### config.mk
export PLATFORM = sky130hd
export DESIGN_NAME = adc_cmd_sequencer
export DESIGN_NICKNAME = d
export VERILOG_FILES = /design/src/rtl/adc_seq_pkg.sv /design/src/rtl/adc_seq_table.sv /design/src/rtl/adc_seq_ctrl.sv /design/src/rtl/adc_cmd_sequencer.sv
export SDC_FILE = /design/constraint.sdc
export NUM_CORES = 1
export LEC_CHECK = 0
export ABC_AREA = 0
export BUFFER_PORTS_ARGS = -buffer_cell sky130_fd_sc_hd__buf_4
export CAP_MARGIN = 20
export CORE_MARGIN = 2
export CORE_UTILIZATION = 34
export DETAILED_ROUTE_END_ITERATION = 7
export SLEW_MARGIN = 20
export SYNTH_ARGS = -nofsm -noshare
export SYNTH_HDL_FRONTEND = slang
export SYNTH_SLANG_ARGS = --single-unit
### constraint.sdc
create_clock -name clk -period 4.7 [get_ports clk]
set_clock_uncertainty 0.15 [all_clocks]
set_input_delay 0.47 -clock clk [delete_from_list [all_inputs] [get_ports clk]]
set_output_delay 0.47 -clock clk [all_outputs]
set_load 0.05 [all_outputs]
### src/rtl/adc_seq_pkg.sv
package adc_seq_pkg;
  localparam int SMP_W  = 12;
  localparam int CH_W   = 5;
  localparam int WIN_W  = 8;
  localparam int CNT_W  = 5;
  localparam int CAL_W  = 6;
  localparam int CMD_W  = 3 + 1 + 2 + CNT_W + WIN_W + CAL_W;

  typedef enum logic [2:0] {
    OP_SINGLE   = 3'd0,
    OP_CONT     = 3'd1,
    OP_CAL_CLR  = 3'd2,
    OP_CAL_RUN  = 3'd3,
    OP_CAL_LOAD = 3'd4,
    OP_STOP     = 3'd5
  } op_e;

  typedef struct packed {
    logic [CAL_W-1:0] cal;
    logic [WIN_W-1:0] win;
    logic [CNT_W-1:0] cnt;
    logic [1:0]       res;
    logic             ie;
    logic [2:0]       op;
  } cmd_t;

  typedef enum logic [1:0] {ST_IDLE, ST_SAMPLE, ST_CONV, ST_CAL} state_e;
endpackage

### src/rtl/adc_seq_table.sv
module adc_seq_table #(
  parameter int ENTRIES = 32,
  localparam int WORDS  = ENTRIES / 4,
  localparam int WI_W   = $clog2(WORDS),
  localparam int IDX_W  = $clog2(ENTRIES)
) (
  input  logic             clk,
  input  logic             we,
  input  logic [WI_W-1:0]  waddr,
  input  logic [31:0]      wdata,
  input  logic [WI_W-1:0]  bus_raddr,
  output logic [31:0]      bus_word,
  input  logic [IDX_W-1:0] idx,
  output logic [4:0]       entry_ch,
  output logic             entry_last
);
  logic [31:0] mem [WORDS];
  logic [31:0] walk_word;
  logic [7:0]  lane [4];

  always_ff @(posedge clk) begin
    if (we) mem[waddr] <= wdata;
  end

  assign bus_word  = mem[bus_raddr];
  assign walk_word = mem[idx[IDX_W-1:2]];

  for (genvar g = 0; g < 4; g++) begin : g_lane
    assign lane[g] = walk_word[8*g +: 8];
  end

  assign entry_ch   = lane[idx[1:0]][4:0];
  assign entry_last = lane[idx[1:0]][7];
endmodule

### src/rtl/adc_seq_ctrl.sv
module adc_seq_ctrl
  import adc_seq_pkg::*;
#(
  parameter int ENTRIES = 32,
  localparam int IDX_W  = $clog2(ENTRIES)
) (
  input  logic             clk,
  input  logic             rst,
  input  logic             cmd_wr,
  input  cmd_t             cmd,
  input  logic [CH_W-1:0]  entry_ch,
  input  logic             entry_last,
  input  logic             conv_done,
  input  logic [SMP_W-1:0] conv_data,
  input  logic             cal_done,
  input  logic [CAL_W-1:0] cal_result,
  output logic [IDX_W-1:0] idx,
  output logic             conv_start,
  output logic [CH_W-1:0]  conv_chan,
  output logic [1:0]       conv_res,
  output logic             cal_start,
  output logic [CAL_W-1:0] cal_val,
  output logic             fifo_push,
  output logic [SMP_W-1:0] fifo_data,
  output logic             cmd_done,
  output logic             batch_done
);
  state_e           state;
  logic [WIN_W-1:0] win_cnt, win_q;
  logic [CNT_W-1:0] left, cnt_q;
  logic             ie_q, cont_q;
  logic [WIN_W:0]   win_min;
  logic             win_ok;
  logic [3:0]       shamt;
  logic [SMP_W-1:0] res_mask, justified;

  assign win_min   = (WIN_W+1)'(8) + (WIN_W+1)'({cmd.res, 1'b0});
  assign win_ok    = {1'b0, cmd.win} >= win_min;
  assign shamt     = 4'd6 - {1'b0, conv_res, 1'b0};
  assign res_mask  = {SMP_W{1'b1}} >> shamt;
  assign justified = (conv_data & res_mask) << shamt;

  always_ff @(posedge clk) begin
    if (rst) begin
      state <= ST_IDLE;  win_cnt <= '0;  win_q <= '0;
      left <= '0;  cnt_q <= '0;  ie_q <= 1'b0;  cont_q <= 1'b0;
      idx <= '0;  conv_start <= 1'b0;  conv_chan <= '0;  conv_res <= '0;
      cal_start <= 1'b0;  cal_val <= '0;  fifo_push <= 1'b0;
      fifo_data <= '0;  cmd_done <= 1'b0;  batch_done <= 1'b0;
    end else begin
      conv_start <= 1'b0;  cal_start <= 1'b0;  fifo_push <= 1'b0;
      cmd_done <= 1'b0;  batch_done <= 1'b0;
      if (cmd_wr && cmd.op == OP_STOP) begin
        if (state == ST_SAMPLE || state == ST_CONV) state <= ST_IDLE;
      end else begin
        unique case (state)
          ST_IDLE: if (cmd_wr) begin
            unique case (cmd.op)
              OP_SINGLE, OP_CONT: if (win_ok) begin
                state <= ST_SAMPLE;  win_cnt <= cmd.win;  win_q <= cmd.win;
                left <= cmd.cnt;  cnt_q <= cmd.cnt;  ie_q <= cmd.ie;
                cont_q <= (cmd.op == OP_CONT);  conv_res <= cmd.res;
                idx <= '0;
              end
              OP_CAL_CLR:  begin cal_val <= '0;      cmd_done <= cmd.ie; end
              OP_CAL_LOAD: begin cal_val <= cmd.cal; cmd_done <= cmd.ie; end
              OP_CAL_RUN:  begin cal_start <= 1'b1;  ie_q <= cmd.ie;  state <= ST_CAL; end
              default: ;
            endcase
          end
          ST_SAMPLE: begin
            if (win_cnt == WIN_W'(1)) begin
              conv_start <= 1'b1;  conv_chan <= entry_ch;  state <= ST_CONV;
            end else begin
              win_cnt <= win_cnt - 1'b1;
            end
          end
          ST_CONV: if (conv_done) begin
            fifo_push <= 1'b1;  fifo_data <= justified;  win_cnt <= win_q;
            idx <= (entry_last || idx == IDX_W'(ENTRIES-1)) ? '0 : idx + 1'b1;
            if (left == '0) begin
              if (cont_q) begin
                batch_done <= ie_q;  left <= cnt_q;  state <= ST_SAMPLE;
              end else begin
                cmd_done <= ie_q;  state <= ST_IDLE;
              end
            end else begin
              left <= left - 1'b1;  state <= ST_SAMPLE;
            end
          end
          ST_CAL: if (cal_done) begin
            cal_val <= cal_result;  cmd_done <= ie_q;  state <= ST_IDLE;
          end
          default: state <= ST_IDLE;
        endcase
      end
    end
  end
endmodule

### src/rtl/adc_cmd_sequencer.sv
module adc_cmd_sequencer
  import adc_seq_pkg::*;
#(
  parameter int ENTRIES = 32,
  parameter int AW      = 4,
  localparam int WORDS  = ENTRIES / 4,
  localparam int WI_W   = $clog2(WORDS),
  localparam int IDX_W  = $clog2(ENTRIES)
) (
  input  logic             clk,
  input  logic             rst,
  input  logic             bus_we,
  input  logic [AW-1:0]    bus_addr,
  input  logic [31:0]      bus_wdata,
  output logic [31:0]      bus_rdata,
  output logic             conv_start,
  output logic [CH_W-1:0]  conv_chan,
  output logic [1:0]       conv_res,
  input  logic             conv_done,
  input  logic [SMP_W-1:0] conv_data,
  output logic             cal_start,
  input  logic             cal_done,
  input  logic [CAL_W-1:0] cal_result,
  output logic             fifo_push,
  output logic [SMP_W-1:0] fifo_data,
  output logic             cmd_done,
  output logic             batch_done
);
  localparam logic [AW-1:0] CMD_ADDR = AW'(WORDS);
  localparam logic [AW-1:0] CAL_ADDR = AW'(WORDS + 1);

  logic             tbl_we, cmd_wr;
  logic [31:0]      tbl_word;
  logic [IDX_W-1:0] idx;
  logic [CH_W-1:0]  entry_ch;
  logic             entry_last;
  logic [CAL_W-1:0] cal_val;

  assign tbl_we = bus_we && (bus_addr < AW'(WORDS));
  assign cmd_wr = bus_we && (bus_addr == CMD_ADDR);

  adc_seq_table #(.ENTRIES(ENTRIES)) i_table (
    .clk(clk), .we(tbl_we), .waddr(bus_addr[WI_W-1:0]), .wdata(bus_wdata),
    .bus_raddr(bus_addr[WI_W-1:0]), .bus_word(tbl_word),
    .idx(idx), .entry_ch(entry_ch), .entry_last(entry_last)
  );

  adc_seq_ctrl #(.ENTRIES(ENTRIES)) i_ctrl (
    .clk(clk), .rst(rst), .cmd_wr(cmd_wr), .cmd(cmd_t'(bus_wdata[CMD_W-1:0])),
    .entry_ch(entry_ch), .entry_last(entry_last),
    .conv_done(conv_done), .conv_data(conv_data),
    .cal_done(cal_done), .cal_result(cal_result),
    .idx(idx), .conv_start(conv_start), .conv_chan(conv_chan),
    .conv_res(conv_res), .cal_start(cal_start), .cal_val(cal_val),
    .fifo_push(fifo_push), .fifo_data(fifo_data),
    .cmd_done(cmd_done), .batch_done(batch_done)
  );

  always_ff @(posedge clk) begin
    if (rst)                         bus_rdata <= '0;
    else if (bus_addr < AW'(WORDS))  bus_rdata <= tbl_word;
    else if (bus_addr == CAL_ADDR)   bus_rdata <= 32'(cal_val);
    else                             bus_rdata <= '0;
  end
endmodule

==> flow_metrics.tcl <==
set metrics [dict create \
    num-fill-cells 4201 \
    instances_no_fill 1927 \
    setup_slack_ps 1390 \
    dieArea_um2 48000 \
    ant_nets 0 \
    grt_max_degree 65 \
    critPathTopFamily "simple AND/OR/NAND/NOR gates" \
    final_nets 1366 \
    path_clk_slew_ps 60 \
    htreeDepth 2 \
    pwr-share-seq_pct 46.6 \
    drv_slew 0 \
    rsz0062_at_grt "no" \
    postCtsSetupBuffers 0 \
    synthDistinctLibCells 57 \
    fp-row-count 78 \
    synth.avg_cell_area_um2 13.3 \
    ys_async_sr_fraction_pct 0 \
    arrival_ps 3580 \
    clk_path_buf_depth 3 \
    fp.dieH_um 219 \
    clock-root-buffer "clkbuf_16" \
    p_sw_share_pct 22.2 \
    grt_overflow 0 \
    totalWireLength_um 44000 \
    met3_length_um 3800 \
    hp-class "in -> reg" \
    path_cells "nor4_1 > nand4_1 > nor2_1 > nand2_1 > o22ai_1 > nor3_1" \
    power_density_nw_per_um2 394 \
    synth-edff-count 256 \
    gp_congestion 0.864 \
    path_class "reg -> reg" \
    crit_slowest_cell "nor4_1" \
    pwr-share-clk_pct 46.5 \
    drt_pass1_iterations 5 \
    synthTopCellsByCount "edfxtp_1 (256), nor2_1 (148), dfxtp_1 (100), mux2i_1 (99), nand2_1 (64)" \
    dpl_worst_slack_ps 1440 \
    core_area_um2 45500 \
    cp-end-kind "flop" \
    p_switching_mw 1.65 \
    synth_fp_nets 1252 \
    path_buf_inv 0 \
    setup_violations 0 \
    synth_area_um2 15700 \
    highest_layer "met4" \
    met1_length_um 19300 \
    fin_area_um2 18800 \
    drive_gt1_share_pct 24.0 \
    final_util_pct 41.4 \
    hold_viol 0 \
    drt-initial-drc-count 1094 \
    yosys_register_bits 356 \
    die_w_um 219 \
    power.total_mw 7.42 \
    status "complete, no violations" \
    critPathRequiredTime_ps 4960 \
    crit_path_max_incr_delay_ps 780 \
    cts_made_buffers 40 \
    dpl.hpwl_um 27900 \
    cp_max_fo 7 \
    cts_resized 0 \
    tightest_slew_ps 1140 \
    grt_use_total_pct 18.4 \
    dp.cells 1844 \
    portBuffers 114 \
    areaGrowthSynthToFinish_pct 19.8 \
    synth_top_cell_by_area "edfxtp_1" \
    drc 0 \
    period_share_pct 70.5 \
    drv_cap 0 \
    route.met2.wl_um 20000 \
    grt_pass1_wl_um 66000 \
    dpl_cell_area_um2 17300 \
    max_freq_mhz 302 \
    vias 10600 \
    holdWs_ps 22.2 \
    slew_headroom_pct 23.6 \
    yosysMostFrequentCell "edfxtp_1" \
    grt_pass1_vias 10500 \
    cellLeakagePower_nw 6.53 \
    io_pins 115 \
    cts_tree "done" \
    vdd_ir_drop_max_v 0.000209 \
    period_needed_ps 3310 \
    intPower_mw 5.77 \
    insertion_delay_ps 550 \
    antenna_cells 0 \
    ys.warnings.count 0 \
    wl_per_cell_um 22.8 \
    synthTopCellsByArea "edfxtp_1 (49%), dfxtp_1 (13%), mux4_2 (7.7%)" \
    antenna_found_initial 2 \
    cp-start-kind "flop" \
    setup_tns_ps 0 \
    ys.flop_type "edfxtp_1" \
    synth_seq_area_share_pct 61.6 \
    syn_inst 1181 \
    p_comb_share_pct 6.9 \
    clkSinkCount 356 \
    start_util_pct 34.6 \
    viasPerCell 5.49 \
    synth_top_area_share_pct 48.9 \
]
-- cell type report --
type / instances / area, um^2 / area share, %
sequential: 356 / 9690 / 51.4
multi-input combinational: 731 / 5720 / 30.3
timing repair buffer: 149 / 1140 / 6.06
clock buffer: 52 / 1140 / 6.05
tap: 600 / 751 / 3.98
clock inverter: 22 / 337 / 1.79
inverter: 17 / 63.8 / 0.339
-- final timing paths --
path	start	end	slack, ps	cells past startpoint
setup / recovery	i_ctrl.win_cnt[2]$_SDFFE_PP0P_	i_ctrl.conv_chan[1]$_SDFFE_PP0P_	1390	6
setup reg to reg	i_ctrl.win_cnt[2]$_SDFFE_PP0P_	i_ctrl.conv_chan[1]$_SDFFE_PP0P_	1390	6
hold / removal	bus_wdata[5]	i_table.mem[1][5]$_DFFE_PP_	20	1
hold reg to reg	i_ctrl.fifo_data[11]$_SDFFE_PP0P_	i_ctrl.fifo_data[11]$_SDFFE_PP0P_	310	2
-- placed cells by master, fill, tap and decap left out, drive strengths merged, types with 14 or more instances in the layout --
master	count
nand2	64
nor3	25
o211ai	14
a22oi	27
clkbuf	52
mux4	54
nor2	148
edfxtp	256
mux2	34
o22ai	32
buf	140
nor2b	19
o21ai	31
mux2i	99
a21oi	57
dfxtp	100
inv	17
a221oi	19
-- kinds of logic (layout without fill, tap and decap cells) --
family                   count (synthesis)  in the layout  synth area share [%]
AO/OA/AOI/OAI                          212            212                  8.96
multiplexers                           187            187                  16.5
flip-flops                             356            356                  61.6
XOR/XNOR                                 8              8                 0.445
AND/OR/NAND/NOR                        312            312                  9.14
buffers and inverters                   94            240                  2.44
adder cells (fa/ha/maj)                 12             12                 0.954
-- layer usage --
layer / track usage, % / vias up
met4: 4.93 / 0
met5: 0 / -
li1: - / 4745
met2: 28.8 / 466
met3: 3.80 / 78
met1: 26.0 / 5285
-- what timing repair did --
action                                 CTS  global route
setup endpoints to repair                0             0
endpoints found under the hold margin   72             0
hold buffers                             9             0
-- state kept, by name, summed over array words and instances (netlist names), 6 cells and up, named ones only --
name and cells:
bus_rdata 32, i_ctrl.cal_val 6, i_ctrl.fifo_data 12, i_ctrl.win_cnt 8
i_ctrl.win_q 8, i_table.mem 256
-- power by group through the flow --
stage	registers [mW]	clock network, mW	logic, mW
after floorplan	3.57	0	0.247
after global placement	3.52	0	0.497
after detailed placement	3.53	0	0.501
after CTS	3.46	3.51	0.509
after global routing	3.46	3.63	0.546
final	3.46	3.45	0.509
No activity file was read; power rests on OpenSTA's default activity.
